## config.mk

```make
export PLATFORM = sky130hd
export DESIGN_NAME = rstpin_ctrl
export DESIGN_NICKNAME = d
export VERILOG_FILES = /design/src/rtl/rstpin_pkg.sv /design/src/rtl/rp_sync.sv /design/src/rtl/rp_qual.sv /design/src/rtl/rp_auxreg.sv /design/src/rtl/rp_drive_fsm.sv /design/src/rtl/rstpin_ctrl.sv
export SDC_FILE = /design/constraint.sdc
export NUM_CORES = 1
export LEC_CHECK = 0
export CAP_MARGIN = 20
export CORE_MARGIN = 2
export CORE_UTILIZATION = 49
export CTS_CLUSTER_SIZE = 40
export DETAILED_ROUTE_END_ITERATION = 10
export PLACE_DENSITY = 0.82
export REMOVE_ABC_BUFFERS = 1
export SYNTH_ARGS = -nofsm -noshare
export SYNTH_HDL_FRONTEND = slang
export SYNTH_SLANG_ARGS = --single-unit
export TNS_END_PERCENT = 100
```

## constraint.sdc

```tcl
create_clock -name clk -period 2.7 [get_ports clk]
set_input_delay 0.54 -clock clk [delete_from_list [all_inputs] [get_ports clk]]
set_output_delay 0.54 -clock clk [all_outputs]
set_load 0.05 [all_outputs]
```

## src/rtl/rstpin_pkg.sv

```systemverilog
package rstpin_pkg;
    typedef enum logic [1:0] {
        ST_IDLE   = 2'd0,
        ST_DRIVE  = 2'd1,
        ST_SILENT = 2'd2
    } drv_state_e;
endpackage

```

## src/rtl/rp_sync.sv

```systemverilog
module rp_sync #(
    parameter int STAGES = 2
) (
    input  logic clk,
    input  logic rst_n,
    input  logic d,
    output logic q
);
    logic [STAGES-1:0] chain;

    always_ff @(posedge clk or negedge rst_n) begin
        if (!rst_n) chain <= '0;
        else        chain <= {chain[STAGES-2:0], d};
    end

    assign q = chain[STAGES-1];
endmodule

```

## src/rtl/rp_qual.sv

```systemverilog
module rp_qual #(
    parameter int QUAL_LEN = 24
) (
    input  logic clk,
    input  logic rst_n,
    input  logic level,
    input  logic mask,
    output logic qualified
);
    localparam int CW = $clog2(QUAL_LEN + 1);
    localparam logic [CW-1:0] FULL = CW'(QUAL_LEN);

    logic [CW-1:0] run_cnt;

    always_ff @(posedge clk or negedge rst_n) begin
        if (!rst_n)                run_cnt <= '0;
        else if (mask || !level)   run_cnt <= '0;
        else if (run_cnt != FULL)  run_cnt <= run_cnt + CW'(1);
    end

    assign qualified = (run_cnt == FULL);

    AST_QUAL_NEEDS_HIGH: assert property (@(posedge clk) disable iff (!rst_n)
        $rose(qualified) |-> $past(level));
    AST_QUAL_DROPS: assert property (@(posedge clk) disable iff (!rst_n)
        !level |=> !qualified);
endmodule

```

## src/rtl/rp_auxreg.sv

```systemverilog
module rp_auxreg #(
    parameter int              AW       = 8,
    parameter int              DW       = 8,
    parameter logic [AW-1:0]   REG_ADDR = 8'h8E,
    parameter int              OFF_BIT  = 3
) (
    input  logic          clk,
    input  logic          rst_n,
    input  logic          clr,
    input  logic          we,
    input  logic [AW-1:0] addr,
    input  logic [DW-1:0] wdata,
    output logic          drive_off
);
    always_ff @(posedge clk or negedge rst_n) begin
        if (!rst_n)                       drive_off <= 1'b0;
        else if (clr)                     drive_off <= 1'b0;
        else if (we && addr == REG_ADDR)  drive_off <= wdata[OFF_BIT];
    end

    AST_CLEAR_ON_RST: assert property (@(posedge clk) disable iff (!rst_n)
        clr |=> !drive_off);
    AST_OTHER_ADDR: assert property (@(posedge clk) disable iff (!rst_n)
        (!clr && !(we && addr == REG_ADDR)) |=> $stable(drive_off));
endmodule

```

## src/rtl/rp_drive_fsm.sv

```systemverilog
module rp_drive_fsm
    import rstpin_pkg::*;
#(
    parameter int PULSE_LEN = 98
) (
    input  logic clk,
    input  logic rst_n,
    input  logic strobe,
    input  logic drive_off,
    output logic busy,
    output logic pin_oe
);
    localparam int TW = $clog2(PULSE_LEN);
    localparam logic [TW-1:0] LAST = TW'(PULSE_LEN - 1);

    drv_state_e    state, state_nx;
    logic [TW-1:0] tcnt;

    always_comb begin
        state_nx = state;
        unique case (state)
            ST_IDLE:   if (strobe) state_nx = drive_off ? ST_SILENT : ST_DRIVE;
            ST_DRIVE,
            ST_SILENT: if (tcnt == LAST) state_nx = ST_IDLE;
            default:   state_nx = ST_IDLE;
        endcase
    end

    always_ff @(posedge clk or negedge rst_n) begin
        if (!rst_n) begin
            state <= ST_IDLE;
            tcnt  <= '0;
        end else begin
            state <= state_nx;
            if (state == ST_IDLE) tcnt <= '0;
            else                  tcnt <= tcnt + TW'(1);
        end
    end

    always_comb begin
        busy   = (state != ST_IDLE);
        pin_oe = (state == ST_DRIVE);
    end

    AST_PULSE_BOUND: assert property (@(posedge clk) disable iff (!rst_n)
        busy |-> tcnt <= LAST);
    AST_NO_RETRIGGER: assert property (@(posedge clk) disable iff (!rst_n)
        (busy && strobe && tcnt != LAST) |=> (busy && tcnt == $past(tcnt) + TW'(1)));
endmodule

```

## src/rtl/rstpin_ctrl.sv

```systemverilog
module rstpin_ctrl #(
    parameter int          OSC_PER_MC = 12,
    parameter int          MC_QUAL    = 2,
    parameter int          PULSE_LEN  = 98,
    parameter int          SYNC_STG   = 2,
    parameter logic [7:0]  AUX_ADDR   = 8'h8E,
    parameter int          OFF_BIT    = 3
) (
    input  logic       clk,
    input  logic       por_n,
    input  logic       pin_in,
    output logic       pin_oe,
    input  logic       wdt_expire,
    input  logic       reg_we,
    input  logic [7:0] reg_addr,
    input  logic [7:0] reg_wdata,
    output logic       core_rst
);
    localparam int QUAL_LEN = OSC_PER_MC * MC_QUAL;

    logic pin_s, ext_ok, busy, drive_off;

    rp_sync #(.STAGES(SYNC_STG)) u_sync (
        .clk(clk), .rst_n(por_n), .d(pin_in), .q(pin_s)
    );

    rp_qual #(.QUAL_LEN(QUAL_LEN)) u_qual (
        .clk(clk), .rst_n(por_n), .level(pin_s), .mask(busy), .qualified(ext_ok)
    );

    rp_auxreg #(.AW(8), .DW(8), .REG_ADDR(AUX_ADDR), .OFF_BIT(OFF_BIT)) u_aux (
        .clk(clk), .rst_n(por_n), .clr(core_rst), .we(reg_we),
        .addr(reg_addr), .wdata(reg_wdata), .drive_off(drive_off)
    );

    rp_drive_fsm #(.PULSE_LEN(PULSE_LEN)) u_fsm (
        .clk(clk), .rst_n(por_n), .strobe(wdt_expire), .drive_off(drive_off),
        .busy(busy), .pin_oe(pin_oe)
    );

    assign core_rst = busy | ext_ok;

    AST_OE_HOLDS_RST: assert property (@(posedge clk) disable iff (!por_n)
        pin_oe |-> core_rst);
    AST_SILENT_TIMEOUT: assert property (@(posedge clk) disable iff (!por_n)
        (wdt_expire && !busy && drive_off) |=> (core_rst && !pin_oe));
    AST_LOUD_TIMEOUT: assert property (@(posedge clk) disable iff (!por_n)
        (wdt_expire && !busy && !drive_off) |=> (core_rst && pin_oe));
endmodule

```

==> flow_summary_export.csv <==
group,metric,value,unit
outcome,status,"finished clean",
placed_design,place.detailed.hpwl,1140,um
placed_design,dp_worst_setup_slack,524,ps
critical_path,timing.critical_path.to_type,"output pin",
drt,drtAntennaViolNets,0,
clock_tree,clock_edge_transition_at_the_registers_on_the_reported_setup_and_hold_paths,100,ps
clock_tree,tritoncts.num_buffers,3,
min_path,holdCritPathClass,"flip-flop to flip-flop",
synthesis,synth_area_per_cell,10.6,um^2
drt,via_per_inst,5.51,
clock_tree,ctsHoldBuffers,0,
sta,setup_repair_after_global_routing_missed_its_margin,"no",
placed_design,placed_cells,107,
sta,hold_viol_final,0,
synthesis,synth.ff_latch_count,17,
clock_tree,postCtsSetupBuffers,0,
layout,drive_gt1_share,7.37,%
sta,slew_viol_final,0,
global_route,grt_antenna_before_repair,0,
power_and_ir_drop,powerDensity,687,mW/mm^2
synthesis,synthesized_instance_count,77,
critical_path,crit_path_kind,"flip-flop to output pin",
floorplan,io_pins,23,
drt,remaining_drc_errors,0,
drt,drt-wirelength-per-cell,13.7,um
floorplan,fp.dieH,44.9,um
sta,finalSetupViolations,0,
floorplan,die_area,0.00202,mm^2
floorplan,die_width,44.9,um
clock_tree,post_cts.resized_instances,0,
synthesis,synth.lib_cells_used.distinct,20,
clock_tree,tritoncts,"yes",
clock_tree,clk-insertion-delay-late,290,ps
drt,initialDrtViolationCount,13,
global_route,number_of_global_route_vias_before_repair,593,
placed_design,portBuffers,15,
synthesis,synth_sequential_area_ratio,51.9,%
sta,worst_slew_margin_rel,50.5,%
layout,area_growth_syn_to_layout,23.7,%
sta,post-route-period-util,83.4,%
synthesis,synth_area,820,um^2
clock_tree,number_of_buffers_on_the_longest_clock_path,2,
sta,max_slew.worst_pin.slew,740,ps
global_route,grt_pass1_wl,2440,um
sta,final.setup_skew,7.59,ps
power_and_ir_drop,design_power_total,696,uW
sta,clock_period_minus_final_worst_setup_slack,2250,ps
clock_tree,htree_num_levels,1,
placed_design,routabilityCongestion,0.766,
drt,route.vias.total,612,
synthesis,synth-warning-count,0,
power_and_ir_drop,share_clk_of_total_power,20.0,%
sta,totalNegativeSetupSlack,0,ps
floorplan,start_util,53.2,%
layout,finish.net_count,123,
power_and_ir_drop,power.sequential.fraction,45.4,%
critical_path,worst-endpoint-required,2160,ps
layout,final-instance-count-excl-fill,111,
critical_path,worst-endpoint-arrival,1710,ps
layout,post-route-util,65.7,%
sta,postLayoutSetupSlackWorst,447,ps
global_route,largest_net_degree_at_the_start_of_global_routing,18,
critical_path,critical_path_peak_fanout,3,
clock_tree,number_of_sinks_on_the_clock_net,17,
critical_path,worstSetupStartpointType,"flip-flop",
power_and_ir_drop,p_leak,0.447,nW
power_and_ir_drop,switching_share,38.1,%
run,timing.max_cap.violations,0,
global_route,grt_usage,17.1,%
layout,n_antenna_cell,0,
drt,drt-pass1-iter-count,4,
power_and_ir_drop,power.share.combinational,34.6,%
global_route,overflow,0,
power_and_ir_drop,p_int,431,uW
power_and_ir_drop,switching_power,265,uW
drt,wirelength,1520,um
floorplan,floorplan.rows,14,
sta,fmax,444,MHz
floorplan,coreArea,0.00154,mm^2
power_and_ir_drop,power.ir.vdd_worst,0.000380,V
clock_tree,ctsRootBufferMaster,"sky130_fd_sc_hd__clkbuf_4",
[synthesized netlist by cell type]
cell	number	area [um^2]
sky130_fd_sc_hd__nand3b_1	2	15.0
sky130_fd_sc_hd__a21oi_1	1	5.00
sky130_fd_sc_hd__or4b_1	1	10.0
sky130_fd_sc_hd__clkbuf_1	1	3.75
sky130_fd_sc_hd__ha_1	6	75.1
sky130_fd_sc_hd__o211ai_1	2	15.0
sky130_fd_sc_hd__nor4_2	1	12.5
sky130_fd_sc_hd__nand2_1	5	18.8
sky130_fd_sc_hd__nand4b_1	3	26.3
sky130_fd_sc_hd__nor2_2	1	6.26
sky130_fd_sc_hd__dfrtp_1	17	425
sky130_fd_sc_hd__and3_1	1	6.26
sky130_fd_sc_hd__o31ai_1	1	7.51
sky130_fd_sc_hd__nand3_1	6	30.0
sky130_fd_sc_hd__inv_1	5	18.8
sky130_fd_sc_hd__mux2i_1	1	10.0
sky130_fd_sc_hd__xor2_1	7	61.3
sky130_fd_sc_hd__nand4_1	1	6.26
sky130_fd_sc_hd__nor2_1	13	48.8
sky130_fd_sc_hd__xnor2_1	2	17.5
[stage by stage]
stage                     area [um^2]  hold slack (ps)
after floorplan                   816              244
after global placement            983              335
after detailed placement          983              340
after CTS                        1010              366
after global routing             1010              368
final                            1010              361
[layout by cell type, fill, tap and decap left out, types with 3 or more instances in the layout]
master,count
sky130_fd_sc_hd__clkbuf_4,3
sky130_fd_sc_hd__nand3_1,6
sky130_fd_sc_hd__xor2_1,7
sky130_fd_sc_hd__nand2_1,5
sky130_fd_sc_hd__nor2_1,13
sky130_fd_sc_hd__dfrtp_1,17
sky130_fd_sc_hd__nand4b_1,3
sky130_fd_sc_hd__clkdlybuf4s50_1,14
sky130_fd_sc_hd__ha_1,6
sky130_fd_sc_hd__inv_1,5
[power by group through the flow]
stage | sequential (mW) | combinational, mW | clock, mW
after floorplan | 0.315 | 0.169 | 0
after global routing | 0.323 | 0.270 | 0.152
final | 0.316 | 0.241 | 0.139
after global placement | 0.319 | 0.232 | 0
after CTS | 0.317 | 0.244 | 0.145
after detailed placement | 0.322 | 0.244 | 0
[state kept, by name (all words and copies together), names as in the netlist]
| signal | flops |
|---|---|
| u_fsm.state | 2 |
| u_fsm.tcnt | 7 |
| u_aux.drive_off | 1 |
| u_qual.run_cnt | 5 |
| u_sync.chain | 2 |
[metal layers]
layer	global-route usage (%)	part of all wire, %	up-vias
met5	0	0	-
met4	7.06	1.7	0
met3	2.80	6.1	5
met2	31.9	50	21
met1	19.3	42	291
li1	-	-	295
[worst paths after layout]
path                                            start                       endpoint  slack (ps)  cells past startpoint
max in group asynchronous                       por_n     u_fsm.state[1]$_DFFE_PN0P_        1560                      1
min in group asynchronous                       por_n  u_qual.run_cnt[0]$_DFFE_PN0P_         670                      1
min reg2reg                 u_sync.chain[0]$_DFF_PN0_      u_sync.chain[1]$_DFF_PN0_         360                      0
max reg2reg                   u_fsm.tcnt[1]$_DFF_PN0_     u_fsm.state[1]$_DFFE_PN0P_        1180                      6
max                        u_fsm.state[1]$_DFFE_PN0P_                         pin_oe         450                      3
min                         u_sync.chain[0]$_DFF_PN0_      u_sync.chain[1]$_DFF_PN0_         360                      0
[area by class of cell]
class,count,area [um^2]
Tap cell,16,20.0
Inverter,5,18.8
Multi-Input combinational cell,54,372
Fill cell,127,528
Clock buffer,3,22.5
Clock inverter,1,7.51
Sequential cell,17,425
Timing Repair Buffer,15,148
[kinds of logic after synthesis]
kind of cell	share of synthesized area, %
and+or+nand+nor	22.0
AOI/OAI and AO/OA	3.36
buffers and inverters	2.75
adders and majority gates	9.16
muxes	1.22
xor gates and xnor gates	9.62
DFF	51.9
[worst max-delay path, cell delays in order (launching register included)]
cell and delay (ps):
sky130_fd_sc_hd__dfrtp_1 390, sky130_fd_sc_hd__inv_1 100, sky130_fd_sc_hd__ha_1 140, sky130_fd_sc_hd__clkdlybuf4s50_1 790
Power figures use the tool's default switching activity.
